$ cat config.mk
export PLATFORM = sky130hd
export DESIGN_NAME = tile_map_addr_gen
export DESIGN_NICKNAME = d
export VERILOG_FILES = /design/src/rtl/tmag_pkg.sv /design/src/rtl/tmag_hwrap.sv /design/src/rtl/tmag_vwrap.sv /design/src/rtl/tile_map_addr_gen.sv
export SDC_FILE = /design/constraint.sdc
export NUM_CORES = 1
export LEC_CHECK = 0
export ABC_AREA = 1
export BUFFER_PORTS_ARGS = -buffer_cell sky130_fd_sc_hd__buf_2
export CORE_UTILIZATION = 45
export DETAILED_ROUTE_END_ITERATION = 10
export PLACE_DENSITY = 0.81
export SETUP_SLACK_MARGIN = 0.2
export SLEW_MARGIN = 20
export SYNTH_ARGS = -nofsm -noshare
export SYNTH_HDL_FRONTEND = slang
export SYNTH_SLANG_ARGS = --single-unit
$ cat constraint.sdc
create_clock -name clk -period 3.99 [get_ports clk]
set_input_delay 0.399 -clock clk [delete_from_list [all_inputs] [get_ports clk]]
set_output_delay 0.399 -clock clk [all_outputs]
set_load 0.01 [all_outputs]
$ cat src/rtl/tmag_pkg.sv
package tmag_pkg;
    localparam int PIX_W     = 8;
    localparam int SCROLL_W  = 9;
    localparam int TILE_LOG2 = 3;
    localparam int MAP_COLS  = 32;
    localparam int MAP_ROWS  = 30;
    localparam int COL_W     = $clog2(MAP_COLS);
    localparam int ROW_W     = $clog2(MAP_ROWS);
    localparam int MAP_LINES = MAP_ROWS << TILE_LOG2;
    localparam int V_SUM_W   = SCROLL_W + 1;
    localparam int ADDR_W    = 14;
    localparam logic [ADDR_W-1:0] ADDR_BASE = 14'h2000;
    localparam int H_SEL_BIT = COL_W + ROW_W;
    localparam int V_SEL_BIT = H_SEL_BIT + 1;

    typedef struct packed {
        logic                 sel;
        logic [COL_W-1:0]     tile;
        logic [TILE_LOG2-1:0] fine;
    } axis_t;

    typedef struct packed {
        logic [ADDR_W-1:0]    addr;
        logic [TILE_LOG2-1:0] fx;
        logic [TILE_LOG2-1:0] fy;
    } result_t;

    function automatic logic [ADDR_W-1:0] compose(axis_t h, axis_t v);
        logic [ADDR_W-1:0] a;
        a = ADDR_BASE;
        a[V_SEL_BIT] = v.sel;
        a[H_SEL_BIT] = h.sel;
        a[H_SEL_BIT-1:COL_W] = v.tile;
        a[COL_W-1:0] = h.tile;
        return a;
    endfunction
endpackage

$ cat src/rtl/tmag_hwrap.sv
module tmag_hwrap
    import tmag_pkg::*;
(
    input  logic [PIX_W-1:0]    pos,
    input  logic [SCROLL_W-1:0] scroll,
    input  logic                base_bit,
    output axis_t               axis
);
    logic [SCROLL_W-1:0] hpos;

    always_comb begin
        hpos = {base_bit, {PIX_W{1'b0}}} + {1'b0, pos} + scroll;
        axis.sel  = hpos[SCROLL_W-1];
        axis.tile = hpos[PIX_W-1:TILE_LOG2];
        axis.fine = hpos[TILE_LOG2-1:0];
    end
endmodule

$ cat src/rtl/tmag_vwrap.sv
module tmag_vwrap
    import tmag_pkg::*;
(
    input  logic [PIX_W-1:0]    pos,
    input  logic [SCROLL_W-1:0] scroll,
    input  logic                base_bit,
    output axis_t               axis
);
    localparam logic [V_SUM_W-1:0] ONE_MAP  = V_SUM_W'(MAP_LINES);
    localparam logic [V_SUM_W-1:0] PERIOD   = V_SUM_W'(2 * MAP_LINES);
    localparam logic [V_SUM_W-1:0] PERIOD_2 = V_SUM_W'(4 * MAP_LINES);

    logic [V_SUM_W-1:0] raw, red, in_map;
    logic [PIX_W-1:0]   line;

    always_comb begin
        raw = {2'b00, pos} + {1'b0, scroll} + (base_bit ? ONE_MAP : '0);
        if (raw >= PERIOD_2)    red = raw - PERIOD_2;
        else if (raw >= PERIOD) red = raw - PERIOD;
        else                    red = raw;
        axis.sel  = (red >= ONE_MAP);
        in_map    = axis.sel ? red - ONE_MAP : red;
        line      = PIX_W'(in_map);
        axis.tile = line[PIX_W-1:TILE_LOG2];
        axis.fine = line[TILE_LOG2-1:0];
    end
endmodule

$ cat src/rtl/tile_map_addr_gen.sv
module tile_map_addr_gen
    import tmag_pkg::*;
(
    input  logic                 clk,
    input  logic                 rst,
    input  logic                 in_valid,
    input  logic [PIX_W-1:0]     pix_x,
    input  logic [PIX_W-1:0]     pix_y,
    input  logic [SCROLL_W-1:0]  scroll_h,
    input  logic [SCROLL_W-1:0]  scroll_v,
    input  logic [1:0]           base_sel,
    output logic                 out_valid,
    output logic [ADDR_W-1:0]    map_addr,
    output logic [TILE_LOG2-1:0] fine_x,
    output logic [TILE_LOG2-1:0] fine_y
);
    axis_t   h_ax, v_ax;
    result_t nxt, res;

    tmag_hwrap u_h (.pos(pix_x), .scroll(scroll_h), .base_bit(base_sel[0]), .axis(h_ax));
    tmag_vwrap u_v (.pos(pix_y), .scroll(scroll_v), .base_bit(base_sel[1]), .axis(v_ax));

    always_comb begin
        nxt.addr = compose(h_ax, v_ax);
        nxt.fx   = h_ax.fine;
        nxt.fy   = v_ax.fine;
    end

    always_ff @(posedge clk) begin
        if (rst) begin
            out_valid <= 1'b0;
            res       <= '{addr: ADDR_BASE, fx: '0, fy: '0};
        end else begin
            out_valid <= in_valid;
            if (in_valid) res <= nxt;
        end
    end

    assign map_addr = res.addr;
    assign fine_x   = res.fx;
    assign fine_y   = res.fy;

    a_r2_valid_follows: assert property (@(posedge clk) disable iff (rst)
        in_valid |=> out_valid);
    a_r2_idle_follows: assert property (@(posedge clk) disable iff (rst)
        !in_valid |=> !out_valid);
    a_r3_fine_x: assert property (@(posedge clk) disable iff (rst)
        in_valid |=> fine_x == $past(pix_x[2:0] + scroll_h[2:0]));
    a_r7_range: assert property (@(posedge clk) disable iff (rst)
        out_valid |-> map_addr[ADDR_W-1:ADDR_W-2] == 2'b10);
    a_r7_row_limit: assert property (@(posedge clk) disable iff (rst)
        out_valid |-> map_addr[H_SEL_BIT-1:COL_W] <= ROW_W'(MAP_ROWS - 1));
    a_r8_hold: assert property (@(posedge clk) disable iff (rst)
        !in_valid |=> $stable(map_addr) && $stable(fine_x) && $stable(fine_y));
endmodule

# [Yosys cells after proc, flatten, opt, wreduce, memory -nomap -nowiden]
# Index checks and enable logic that the tools add are counted.
[classes] addsub=7 order_cmp=3 n_mux=4
[ops] operator="two-way mux 10 bit" n=2
[ops] operator="two-way mux 8 bit" n=2
[ops] operator="adder 10 bit" n=1
[ops] operator="adder 8 x 9 -> 10 bit" n=1
[ops] operator="greater-or-equal comparator 10 bit (second input constant)" n=1
[ops] operator="greater-or-equal comparator 10 x 8 -> 1 bit (second input constant)" n=1
[ops] operator="greater-or-equal comparator 10 x 9 -> 1 bit (second input constant)" n=1
[ops] operator="subtractor 10 bit (second input constant)" n=1
[ops] operator="subtractor 10 x 9 -> 10 bit (second input constant)" n=1
[ops] operator="adder 9 x 8 -> 9 bit" n=1
[ops] operator="adder 9 bit" n=1
[ops] operator="subtractor 8 bit (second input constant)" n=1
[word_totals] reg_bits=19 in_bits=39 out_inout_bits=21 wordCells=18

# [Longest topological paths before layout]
[depth] ltp_word=7 depth_mapped=27 ltp_nobuf=27

# [Cells and area by module]
# Synthesis repeated with hierarchy kept, for this count alone.
[unflattened] cells_unflattened=354 hier_area_um2=2272.2
[by_module_without_submodules] mod="tmag_vwrap" n_inst=1 cells_per_inst=162 area_per_inst_um2=989.7 seq_area_each_um2=0.0
[by_module_without_submodules] mod="tile_map_addr_gen" n_inst=1 cells_per_inst=121 area_per_inst_um2=865.8 seq_area_each_um2=380.4
[by_module_without_submodules] mod="tmag_hwrap" n_inst=1 cells_per_inst=71 area_per_inst_um2=416.6 seq_area_each_um2=0.0

# [Worst setup path before layout]
# OpenSTA, ideal clock, no wires.
[synth_path] path_type="input port to flip-flop" startpoint="input port pix_y[4]" endpoint="register res (netlist bit map_addr[9])" setup_time_ns=0.109 t_arrival_ns=3.321 required_ns=3.881 path_slack_ns=0.560 stages=26 n_path_buf=0 path_cell_list="inv_1 > fa_1 > inv_1 > ha_1 > nand2_1 > nand2_1 > nand2_1 > nand3_1 > nand2_2 > nand2_2 > inv_2 > ha_1 > inv_1 > nor2_1 > nand3_2 > nand2_2 > nand2_2 > xor2_2 > inv_1 > ha_1 > nand3_2 > nand2_4 > nand3_1 > nand3_1 > nand2_1 > inv_1"
[synth_between] elab_chain_cells=7 elab_cells_between_ends=11 cone_classes="add/sub: 5; order compare: 3; mux: 3"
[synth_lines] element="from (decl)" line_no="tile_map_addr_gen.sv:8" rtl="input logic [PIX_W-1:0] pix_y,"
[synth_lines] element="adder 8 x 9 -> 10 bit (*)" line_no="tmag_vwrap.sv:17" rtl="raw = {2'b00, pos} + {1'b0, scroll} + (base_bit ? ONE_MAP : '0);"
[synth_lines] element="adder 10 bit (*)" line_no="tmag_vwrap.sv:17"
[synth_lines] element="subtractor 10 x 9 -> 10 bit / greater-or-equal comparator 10 x 9 -> 1 bit (equally long branches)" line_no="tmag_vwrap.sv:19" rtl="else if (raw >= PERIOD) red = raw - PERIOD;"
[synth_lines] element="two-way mux 10 bit" line_no="tmag_vwrap.sv:19"
[synth_lines] element="two-way mux 10 bit (*)" line_no="tmag_vwrap.sv:18" rtl="if (raw >= PERIOD_2) red = raw - PERIOD_2;"
[synth_lines] element="subtractor 8 bit / greater-or-equal comparator 10 x 8 -> 1 bit (equally long branches)" line_no="tmag_vwrap.sv:22, tmag_vwrap.sv:21"
[synth_lines] element="two-way mux 8 bit (*)" line_no="tmag_vwrap.sv:22" rtl="in_map = axis.sel ? red - ONE_MAP : red;"
[synth_lines] element="to (signal assigned)" line_no="tile_map_addr_gen.sv:32" rtl="res <= '{addr: ADDR_BASE, fx: '0, fy: '0};"
[synth_lines] element="to (signal assigned)" line_no="tile_map_addr_gen.sv:35" rtl="if (in_valid) res <= nxt;"
[synth_lines] element="to (decl)" line_no="tile_map_addr_gen.sv:18" rtl="result_t nxt, res;"
# Every way passes the cells marked *; elsewhere a longest branch is shown, timed or not.
# A chain may end at the register's enable or synchronous reset.

# [Worst setup path in the final report]
[layout_path] startpoint="input port pix_y[6]" endpoint="register res (netlist bit map_addr[9])"
# The elaborated chain is that of the path after synthesis.

==> impl_metrics.json <==
{
  "place_inst": 385,
  "regArea_sq_um": 380.4,
  "r2r_start": "map_addr[6]",
  "synth-async-reset-ratio": 0,
  "synth.area.top_cells": "dfxtp_1 (19%), ha_1 (15%), nand2_1 (11%), inv_1 (8.3%), fa_1 (6.1%)",
  "synth.cell_area_sq_um": 1983,
  "num-nets-final": 411,
  "ys.flop_type": "dfxtp_1",
  "grt_max_degree": 27,
  "timing.critical_path.to_type": "register",
  "critPathCapture": "map_addr[9]",
  "cts_root_buf": "clkbuf_8",
  "critical-path-top-delay-family": "simple AND/OR/NAND/NOR gates",
  "drv_slew": 0,
  "globalRouteTotalUtil": 0.1939,
  "totalNegativeSetupSlack_ns": 0,
  "synth.distinct_cells": 33,
  "p_per_area_nw_per_um2": 385.6,
  "fillerInstances": 375,
  "total_leakage_power_nw": 1.365,
  "cts_inserted_buffers": 3,
  "timing.critical_path.mode_cell": "nand2_1",
  "multiInputGateArea_sq_um": 1413,
  "post_drt_via_cell_ratio": 4.921,
  "rr_worst_depth": 4,
  "worst_skew_pair.late_latency_ns": 0.25,
  "area_enclosed_by_the_die_boundary_sq_um": 4677,
  "synth_nets": 354,
  "synth_seq_cells": 19,
  "timing.final.crit_period_ns": 3.520,
  "globalplace.congestion": 0.8955,
  "crit_path_start": "pix_y[6]",
  "worst_ep_required_time_ns": 4.15,
  "worstReg2RegEnd": "map_addr[6]",
  "setup_repair_after_global_routing_missed_its_margin": "false",
  "crit_type": "input port to register",
  "cts_num_sinks": 19,
  "die_y_microns": 68.39,
  "gr-total-overflow": 0,
  "start_util": 0.4819,
  "pwr-share-seq": 0.249,
  "antenna_found_initial": 0,
  "drt-initial-drc-count": 80,
  "count_of_flip_flops_with_a_built_in_enable_after_synthesis": 0,
  "yosys.area.top_type_share": 0.1918,
  "post-route-worst-setup-slack_ns": 0.4705,
  "netlist_instances": 285,
  "max_cap_violations": 0,
  "placementRows": 23,
  "power_internal_w": 0.0005035,
  "drive_gt1_frac": 0.2815,
  "power_frac_comb": 0.607,
  "clk_pin_slew_ns": 0.07,
  "remaining_drc_errors": 0,
  "cts_tree": "yes",
  "average_cell_area_after_synthesis_sq_um": 6.958,
  "seq_total_area_yosys": 0.1918,
  "setup.worst_path.start_class": "input port",
  "run_status": "completed",
  "netlist.top_cell.by_area": "dfxtp_1",
  "synthToLayoutAreaGrowth_pct": 19.94,
  "antenna_cells_inserted": 0,
  "setup-violations-final": 0,
  "io_pins": 60,
  "wl_per_cell_microns": 10.55,
  "stdcell_count": 391,
  "clk_path_buf_depth": 2,
  "htree_levels": 1,
  "cts_hold_buf": 0,
  "placement.io_buffers": 57,
  "drt_wl_total_microns": 4125,
  "cp_data_arrival_time_ns": 3.68,
  "crit_fanout": 6,
  "grt_pass1_wl_microns": 7024,
  "final.setup_skew_ns": 0,
  "vdd_ir_drop_max_uv": 184.2,
  "timing.hold.worst.class": "input port to register",
  "vias_in_the_first_global_route": 1773,
  "synth_warnings": 0,
  "final.period_utilization": 0.8821,
  "core_sq_um": 4115,
  "routed-via-count": 1924,
  "fmaxAchievable_ghz": 0.2841,
  "p_switching_w": 0.0004135,
  "critical_path_cell_count": 26,
  "timing_hold_violations_final": 0,
  "final_util": 0.5780,
  "synth_commonest_cells": "nand2_1 (56), inv_1 (44), nor2_1 (29), ha_1 (24), nand3_1 (21)",
  "fp.dieW_microns": 68.39,
  "crit_path_top_delay_cell": "fa_1",
  "critical_path.n_buffers_inverters": 6,
  "dp.final_hpwl_microns": 3466,
  "power.switching_fraction": 0.4509,
  "setup.reg_to_reg.worst_slack_ns": 3.26,
  "clock_power_share": 0.144,
  "drtPass1Iterations": 4,
  "critical_path.max_stage_delay_ns": 0.48,
  "place_ws_ns": 0.06825,
  "yosysMostFrequentCell": "nand2_1",
  "drt.antenna.violating_nets": 0
}
-- worst min path at each step --
stage                         to  depth (start not counted)  slack, ns    startpoint
global placement     map_addr[7]                          2       0.46   map_addr[7]
finish                 out_valid                          2       0.47           rst
detailed placement  map_addr[11]                          2       0.46  map_addr[11]
CTS                  map_addr[7]                          2       0.45           rst
floorplan           map_addr[11]                          2       0.49  map_addr[11]
global route         map_addr[7]                          2       0.47           rst
-- registers in the layout, summed over array words and instances, names as in the netlist --
name / flops
fine_x: 3
fine_y: 3
out_valid: 1
map_addr: 12
-- per-stage QoR --
step,hold slack (ns),power (W),area [sq um]
6_report,0.4658,0.0009171,2379
5_1_grt,0.4688,0.001009,2379
4_1_cts,0.4483,0.0009093,2342
3_5_place_dp,0.4620,0.0007739,2296
3_3_place_gp,0.4580,0.0007577,2296
2_1_floorplan,0.4893,0.0006540,1983
-- power groups by stage --
stage / clock network [W] / logic (W) / registers (W)
finish: 0.000132 / 0.000557 / 0.000228
global route: 0.000147 / 0.000632 / 0.000230
CTS: 0.000136 / 0.000545 / 0.000228
detailed placement: 0 / 0.000542 / 0.000232
global placement: 0 / 0.000527 / 0.000231
floorplan: 0 / 0.000410 / 0.000244
-- final cells by class --
class                           count  share of cell area
Clock inverter                      1            0.002104
Tap cell                           50             0.02630
Sequential cell                    19              0.1599
Inverter                           47             0.07417
Timing Repair Buffer               59              0.1262
Multi-Input combinational cell    212              0.5939
Clock buffer                        3             0.01736
-- layer usage --
metal  GRT usage  wire, microns  vias to the layer above
li1            -              -                     1014
met1      0.2293           1785                      859
met2      0.3468           2117                       47
met3     0.03833            208                        4
met4     0.05990             14                        0
met5           0              0                        -
-- cells in the final DEF, fill, tap and decap left out, drive strengths merged --
| master | netlist | final |
|---|---|---|
| buf | 3 | 59 |
| fa | 6 | 6 |
| clkinv | 0 | 1 |
| nand3 | 25 | 25 |
| nand2 | 68 | 68 |
| o21ai | 18 | 18 |
| inv | 47 | 47 |
| conb | 2 | 2 |
| o211ai | 1 | 1 |
| clkbuf | 4 | 3 |
| nor2 | 33 | 33 |
| nand4 | 5 | 5 |
| o21a | 1 | 1 |
| a21oi | 16 | 16 |
| ha | 24 | 24 |
| xor2 | 6 | 6 |
| dfxtp | 19 | 19 |
| nand3b | 2 | 2 |
| a21o | 1 | 1 |
| xnor2 | 3 | 3 |
| o221ai | 1 | 1 |
-- worst register-to-register path, cell delays in order, from the launching register on --
cell	delay [ns]
dfxtp_1	0.31
inv_1	0.04
nor2_1	0.03
o21ai_1	0.15
a21oi_1	0.08
-- kinds of logic after synthesis --
group | after synthesis | share of synthesized area
and+or+nand+nor | 133 | 0.3312
buffers and inverters | 54 | 0.1066
AOI/OAI and AO/OA | 38 | 0.1111
adders and majority gates | 30 | 0.2120
DFF | 19 | 0.1918
xor gates and xnor gates | 9 | 0.04354
other | 2 | 0.003787
-- what timing repair did --
item | CTS | global route
buffers inserted | 0 | 2
setup endpoints to repair | 0 | 5
resized for setup | 0 | 5
No activity file was read; power rests on OpenSTA's default activity.
